--- src/rtl/pseq_pkg.sv ---
package pseq_pkg;
  localparam int unsigned MASK_W = 64;
  localparam int unsigned STEP_W = 7;

  typedef enum logic [1:0] {
    ST_IDLE  = 2'd0,
    ST_SKIP  = 2'd1,
    ST_ISSUE = 2'd2
  } seq_state_e;
endpackage

--- src/rtl/pseq_tzc.sv ---
// Trailing-zero counter: index of the lowest set bit, or W when none is set.
module pseq_tzc #(
  parameter int unsigned W  = 64,
  parameter int unsigned CW = $clog2(W + 1)
) (
  input  logic [W-1:0]  vec_i,
  output logic [CW-1:0] cnt_o
);
  always_comb begin
    cnt_o = CW'(W);
    for (int i = W - 1; i >= 0; i--) begin
      if (vec_i[i]) cnt_o = CW'(i);
    end
  end
endmodule

--- src/rtl/pseq_mask_prep.sv ---
// Builds the effective mask (full or single-bit) and drops bits below the preset step.
module pseq_mask_prep #(
  parameter int unsigned W  = 64,
  parameter int unsigned SW = 7,
  localparam int unsigned IW = $clog2(W)
) (
  input  logic [W-1:0]  mask_i,
  input  logic          bit_mode_i,
  input  logic [IW-1:0] bit_idx_i,
  input  logic [SW-1:0] shift_i,
  output logic [W-1:0]  mask_o
);
  logic [W-1:0] eff;

  always_comb begin
    eff    = bit_mode_i ? ({{(W-1){1'b0}}, 1'b1} << bit_idx_i) : mask_i;
    mask_o = eff >> shift_i;
  end
endmodule

--- src/rtl/pred_elem_seq.sv ---
module pred_elem_seq
  import pseq_pkg::*;
#(
  parameter int unsigned W  = pseq_pkg::MASK_W,
  parameter int unsigned SW = pseq_pkg::STEP_W,
  localparam int unsigned IW = $clog2(W),
  localparam int unsigned CW = $clog2(W + 1),
  localparam int unsigned LANES = 2
) (
  input  logic          clk,
  input  logic          rst,
  input  logic          start_i,
  input  logic          twin_i,
  input  logic          bit_mode_i,
  input  logic [IW-1:0] bit_idx_i,
  input  logic [SW-1:0] vl_i,
  input  logic [W-1:0]  src_mask_i,
  input  logic [W-1:0]  dst_mask_i,
  input  logic [SW-1:0] src_init_i,
  input  logic [SW-1:0] dst_init_i,
  output logic          issue_valid_o,
  input  logic          issue_ready_i,
  output logic [SW-1:0] src_step_o,
  output logic [SW-1:0] dst_step_o,
  output logic          elem_done_o,
  output logic          loop_end_o,
  output logic          busy_o
);
  seq_state_e state_q;
  logic [SW-1:0] vl_q;
  logic          twin_q;
  logic          dfull_q;
  logic          elem_done_q;
  logic          loop_end_q;
  logic [W-1:0]  wmask_q [LANES];
  logic [SW-1:0] step_q  [LANES];

  logic [W-1:0]  lane_mask [LANES];
  logic [SW-1:0] lane_init [LANES];
  logic [W-1:0]  prep_mask [LANES];
  logic [CW-1:0] tz        [LANES];
  logic [SW:0]   nxt       [LANES];
  logic [SW-1:0] vl_eff;
  logic          skip_end;
  logic [SW:0]   dst_inc;

  // Lane 0 = source, lane 1 = destination (mirrors source in single predication)
  assign lane_mask[0] = src_mask_i;
  assign lane_init[0] = src_init_i;
  assign lane_mask[1] = twin_i ? dst_mask_i : src_mask_i;
  assign lane_init[1] = twin_i ? dst_init_i : src_init_i;

  generate
    for (genvar ln = 0; ln < LANES; ln++) begin : g_lane
      pseq_mask_prep #(.W(W), .SW(SW)) u_prep (
        .mask_i     (lane_mask[ln]),
        .bit_mode_i (bit_mode_i),
        .bit_idx_i  (bit_idx_i),
        .shift_i    (lane_init[ln]),
        .mask_o     (prep_mask[ln])
      );
      pseq_tzc #(.W(W), .CW(CW)) u_tzc (
        .vec_i (wmask_q[ln]),
        .cnt_o (tz[ln])
      );
      assign nxt[ln] = {1'b0, step_q[ln]} + (SW+1)'(tz[ln]);
    end
  endgenerate

  assign vl_eff  = (vl_i > SW'(W)) ? SW'(W) : vl_i;
  assign dst_inc = {1'b0, step_q[1]} + 1'b1;

  always_comb begin
    skip_end = dfull_q || (step_q[0] >= vl_q) || (step_q[1] >= vl_q);
    for (int ln = 0; ln < LANES; ln++) begin
      if (nxt[ln] >= {1'b0, vl_q}) skip_end = 1'b1;
    end
  end

  always_ff @(posedge clk) begin
    if (rst) begin
      state_q     <= ST_IDLE;
      vl_q        <= '0;
      twin_q      <= 1'b0;
      dfull_q     <= 1'b0;
      elem_done_q <= 1'b0;
      loop_end_q  <= 1'b0;
      for (int ln = 0; ln < LANES; ln++) begin
        wmask_q[ln] <= '0;
        step_q[ln]  <= '0;
      end
    end else begin
      elem_done_q <= 1'b0;
      loop_end_q  <= 1'b0;
      unique case (state_q)
        ST_IDLE: begin
          if (start_i) begin
            vl_q    <= vl_eff;
            twin_q  <= twin_i;
            dfull_q <= 1'b0;
            for (int ln = 0; ln < LANES; ln++) begin
              wmask_q[ln] <= prep_mask[ln];
              step_q[ln]  <= lane_init[ln];
            end
            state_q <= ST_SKIP;
          end
        end
        ST_SKIP: begin
          if (skip_end) begin
            loop_end_q <= 1'b1;
            state_q    <= ST_IDLE;
          end else begin
            for (int ln = 0; ln < LANES; ln++) begin
              step_q[ln]  <= nxt[ln][SW-1:0];
              wmask_q[ln] <= wmask_q[ln] >> tz[ln];
            end
            state_q <= ST_ISSUE;
          end
        end
        ST_ISSUE: begin
          if (issue_ready_i) begin
            elem_done_q <= 1'b1;
            step_q[0]   <= step_q[0] + 1'b1;
            wmask_q[0]  <= wmask_q[0] >> 1;
            if (dst_inc < {1'b0, vl_q}) begin
              step_q[1]  <= dst_inc[SW-1:0];
              wmask_q[1] <= wmask_q[1] >> 1;
            end else begin
              dfull_q <= 1'b1;
            end
            state_q <= ST_SKIP;
          end
        end
        default: state_q <= ST_IDLE;
      endcase
    end
  end

  assign issue_valid_o = (state_q == ST_ISSUE);
  assign busy_o        = (state_q != ST_IDLE);
  assign src_step_o    = step_q[0];
  assign dst_step_o    = step_q[1];
  assign elem_done_o   = elem_done_q;
  assign loop_end_o    = loop_end_q;
endmodule

--- config.mk ---
export PLATFORM = sky130hd
export DESIGN_NAME = pred_elem_seq
export DESIGN_NICKNAME = d
export VERILOG_FILES = /design/src/rtl/pseq_pkg.sv /design/src/rtl/pseq_tzc.sv /design/src/rtl/pseq_mask_prep.sv /design/src/rtl/pred_elem_seq.sv
export SDC_FILE = /design/constraint.sdc
export NUM_CORES = 2
export LEC_CHECK = 0
export ABC_CLOCK_PERIOD_IN_PS = 9300
export BUFFER_PORTS_ARGS = -buffer_cell sky130_fd_sc_hd__buf_2
export CAP_MARGIN = 20
export CELL_PAD_IN_SITES_DETAIL_PLACEMENT = 0
export CELL_PAD_IN_SITES_GLOBAL_PLACEMENT = 1
export CORE_MARGIN = 4
export CORE_UTILIZATION = 30
export CTS_BUF_LIST = sky130_fd_sc_hd__clkbuf_4
export DETAILED_ROUTE_END_ITERATION = 7
export GPL_TIMING_DRIVEN = 0
export MAX_ROUTING_LAYER = met4
export PLACE_DENSITY_LB_ADDON = 0.1
export SLEW_MARGIN = 40
export SYNTH_ARGS = -nofsm -noshare
export SYNTH_HDL_FRONTEND = slang
export SYNTH_SLANG_ARGS = --single-unit
--- constraint.sdc ---
create_clock -name clk -period 9.3 [get_ports clk]
set_input_delay 1.395 -clock clk [delete_from_list [all_inputs] [get_ports clk]]
set_output_delay 1.395 -clock clk [all_outputs]
set_load 0.02 [all_outputs]
==> impl_metrics.env <==
export IMPL_drv_slew=0
export IMPL_coreArea_um2=89900
export IMPL_synth_area_leaders="mux2i_1 21%, edfxtp_1 16%, nor2_1 4.8%"
export IMPL_drive_above_1_share_pct=12.4
export IMPL_die_h_um=309
export IMPL_fin_util_pct=33.6
export IMPL_synthArstFlopShare_pct=0
export IMPL_grt_use_total_pct=38.8
export IMPL_critPathKind="flop to flop"
export IMPL_reg2reg_from="wmask_q[0][67]"
export IMPL_cap_violations=0
export IMPL_antenna_left=0
export IMPL_rrSetupSlack_ps=210
export IMPL_grt_pass1_wl_mm=257
export IMPL_cp_required_ps=9920
export IMPL_crit_end="wmask_q[0][79]"
export IMPL_worstMarginPinSlew_ps=962
export IMPL_dr_wl_met2_mm=78.9
export IMPL_crit_arrival_ps=9710
export IMPL_cp_max_fo=10
export IMPL_setup_worst_path_start_class="flop"
export IMPL_cts_tree="built"
export IMPL_yosysTopAreaCell="mux2i_1"
export IMPL_clk_path_buf_depth=2
export IMPL_total_power_mw=4.47
export IMPL_vias_per_cell=6.81
export IMPL_finalSetupTns_ps=0
export IMPL_power_leakage_nw=12.1
export IMPL_fin_area_um2=30200
export IMPL_initial_core_util_pct=30.2
export IMPL_hold_buffers=0
export IMPL_gp_congestion=1.03
export IMPL_nets=3907
export IMPL_dr_pass1_iters=8
export IMPL_ios=179
export IMPL_placementRows=110
export IMPL_avgRoutedWirePerCell_um=38.1
export IMPL_synth_area_per_cell_um2=7.78
export IMPL_clk_latency_ps=830
export IMPL_ir_drop_uv=79.7
export IMPL_ys_seq_area_share_pct=16.6
export IMPL_synth_edf_count=142
export IMPL_synth_main_ff_cell="edfxtp_1"
export IMPL_drcViolationCount=0
export IMPL_area_growth_pct=11.2
export IMPL_wirelength_mm=187
export IMPL_path_clk_slew_ps=170
export IMPL_stdcell_count=4899
export IMPL_grt_max_degree=43
export IMPL_maxSlewHeadroom_pct=34.0
export IMPL_fin_crit_ps=9090
export IMPL_place_area_um2=29800
export IMPL_die_w_um=309
export IMPL_netlist_area_um2=27100
export IMPL_cts_root_buf="clkbuf_4"
export IMPL_ys_ff_latch=154
export IMPL_htreeDepth=4
export IMPL_hp_class="flop to flop"
export IMPL_status="completed"
export IMPL_grt_pass1_vias=31900
export IMPL_synth_nets=3701
export IMPL_port_buffers=170
export IMPL_synth_cell_types=89
export IMPL_startpoint="wmask_q[0][67]"
export IMPL_power_density_nw_per_um2=148
export IMPL_syn_inst=3487
export IMPL_drtIter0Drc=4777
export IMPL_cts_sinks=154
export IMPL_route_met3_wl_mm=17.7
export IMPL_via_count=33300
export IMPL_die_area_um2=95300
export IMPL_min_path_cells=1
export IMPL_grt_overflow=0
export IMPL_rsz0062_at_grt="false"
export IMPL_r2r_end="wmask_q[0][79]"
export IMPL_period_share_pct=97.7
export IMPL_antenna_found_initial=9
export IMPL_top_layer="met4"
export IMPL_cts_buffers=17
export IMPL_dp_cells=4848
export IMPL_hold_viol=0
export IMPL_finalSetupViolCount=0
export IMPL_crit_path_end_kind="flop"
export IMPL_place_hpwl_mm=154
export IMPL_m1WireLength_mm=78.5
export IMPL_fmax_ghz=0.110
export IMPL_fin_skew_ps=47.3
export IMPL_ys_warn_count=0
export IMPL_rr_worst_depth=25
export IMPL_yosysTopAreaCellShare_pct=21.2
## cells by family (layout without fill, tap and decap cells)
group / count (synthesis) / count (layout) / synth area share [%]
DFF: 154 / 154 / 16.6
xor gates and xnor gates: 18 / 18 / 0.581
adders and majority gates: 53 / 53 / 2.50
buffers and inverters: 401 / 620 / 5.90
and+or+nand+nor: 954 / 954 / 16.1
AOI/OAI and AO/OA: 1222 / 1222 / 30.8
other: 0 / 17 / 0
muxes: 685 / 685 / 27.5
## cell usage in the layout (no fill, tap or decap), types with 62 or more instances in the layout
cell type / count
mux2i_1: 570
nor2_1: 345
nand2_1: 266
a21oi_1: 234
buf_2: 210
o21ai_0: 204
clkbuf_1: 202
edfxtp_1: 142
o22ai_1: 113
a211oi_1: 77
a22oi_1: 75
nand3_1: 74
mux2_2: 69
inv_1: 65
nor3_1: 65
buf_1: 63
o2bb2ai_1: 62
## stage by stage
| step | hold WS, ps | setup WS (ps) |
|---|---|---|
| final | 497 | 211 |
| after CTS | 504 | 96.4 |
| after global routing | 515 | 23.8 |
| after floorplan | 449 | 177 |
| after global placement | 462 | -5150 |
| after detailed placement | 466 | 158 |
## metal layers
| layer | vias to the layer above | track usage, % |
|---|---|---|
| met1 | 16500 | 50.7 |
| met4 | 0 | 19.5 |
| li1 | 14100 | - |
| met5 | - | - |
| met3 | 487 | 7.37 |
| met2 | 2285 | 57.2 |
## final cells by class
| cell class | instances | area [um^2] |
|---|---|---|
| clock inverter | 15 | 185 |
| tap | 1176 | 1470 |
| antenna | 17 | 42.5 |
| fill | 9858 | 59700 |
| buffer | 326 | 1360 |
| clock buffer | 17 | 128 |
| inverter | 75 | 287 |
| multi-input combinational | 2932 | 21200 |
| timing repair buffer | 187 | 1010 |
| sequential | 154 | 4500 |
## power breakdown
part	leakage (nW)	switching, mW	internal [mW]
logic	10.2	2.08	0.903
registers	1.65	0.145	0.820
clock network	0.162	0.356	0.170
total	12.1	2.58	1.89
## worst min-delay path by stage
stage	start	end	slack, ps
after floorplan	vl_q[1]	vl_q[1]	450
after global placement	vl_q[4]	vl_q[4]	460
after detailed placement	vl_q[2]	vl_q[2]	470
after CTS	vl_q[1]	vl_q[1]	500
after global routing	vl_q[4]	vl_q[4]	510
final	vl_q[1]	vl_q[1]	500
## state kept, by name (all words and copies together) (netlist names)
| signal | count |
|---|---|
| elem_done_o | 1 |
| step_q | 14 |
| wmask_q | 128 |
| loop_end_o | 1 |
| state_q | 2 |
| dfull_q | 1 |
| vl_q | 7 |
## cell usage after synthesis (all sizes together), types with 12 or more instances
library cell	number
nor2	348
nand2b	16
a221o	24
a311oi	16
clkbuf	222
o21bai	12
nor2b	13
o31ai	22
mux2i	576
a22oi	75
dfxtp	12
o211ai	50
a211o	16
o2bb2ai	62
o21ai	220
a2bb2oi	37
nor4	43
o21a	21
inv	72
o221ai	51
buf	104
edfxtp	142
a211oi	78
and2	21
nand3	74
mux4	40
or2	14
a22o	19
mux2	69
o22ai	113
a31oi	28
ha	51
a221oi	26
nand2	267
or3	16
a21o	21
nor3	68
a21oi	238
nand4	16
and3	14
## worst max-delay path, stage by stage, from the launching register on
cell and delay (ps):
edfxtp_1 640, or2_2 430, nor3_1 690, nand4_1 630, or2_2 550, clkbuf_1 300, inv_1 170, clkbuf_1 430
clkbuf_2 440, ha_1 360, inv_1 70, o21bai_1 70, a21oi_1 180, xnor2_1 110, ha_1 190, nor3_1 200
nand4_1 120, a211oi_1 230, o211ai_1 220, nor4_2 500, buf_2 290, nand2_1 310, nor2_1 540, clkbuf_1 560
o21ai_0 370, a31oi_1 280
## repair_timing
item / 4_1_cts / 5_1_grt
setup buffers: 0 / 0
endpoints found under the setup margin: 0 / 25
resized for setup: 0 / 3
(Power assumes the default switching activity.)
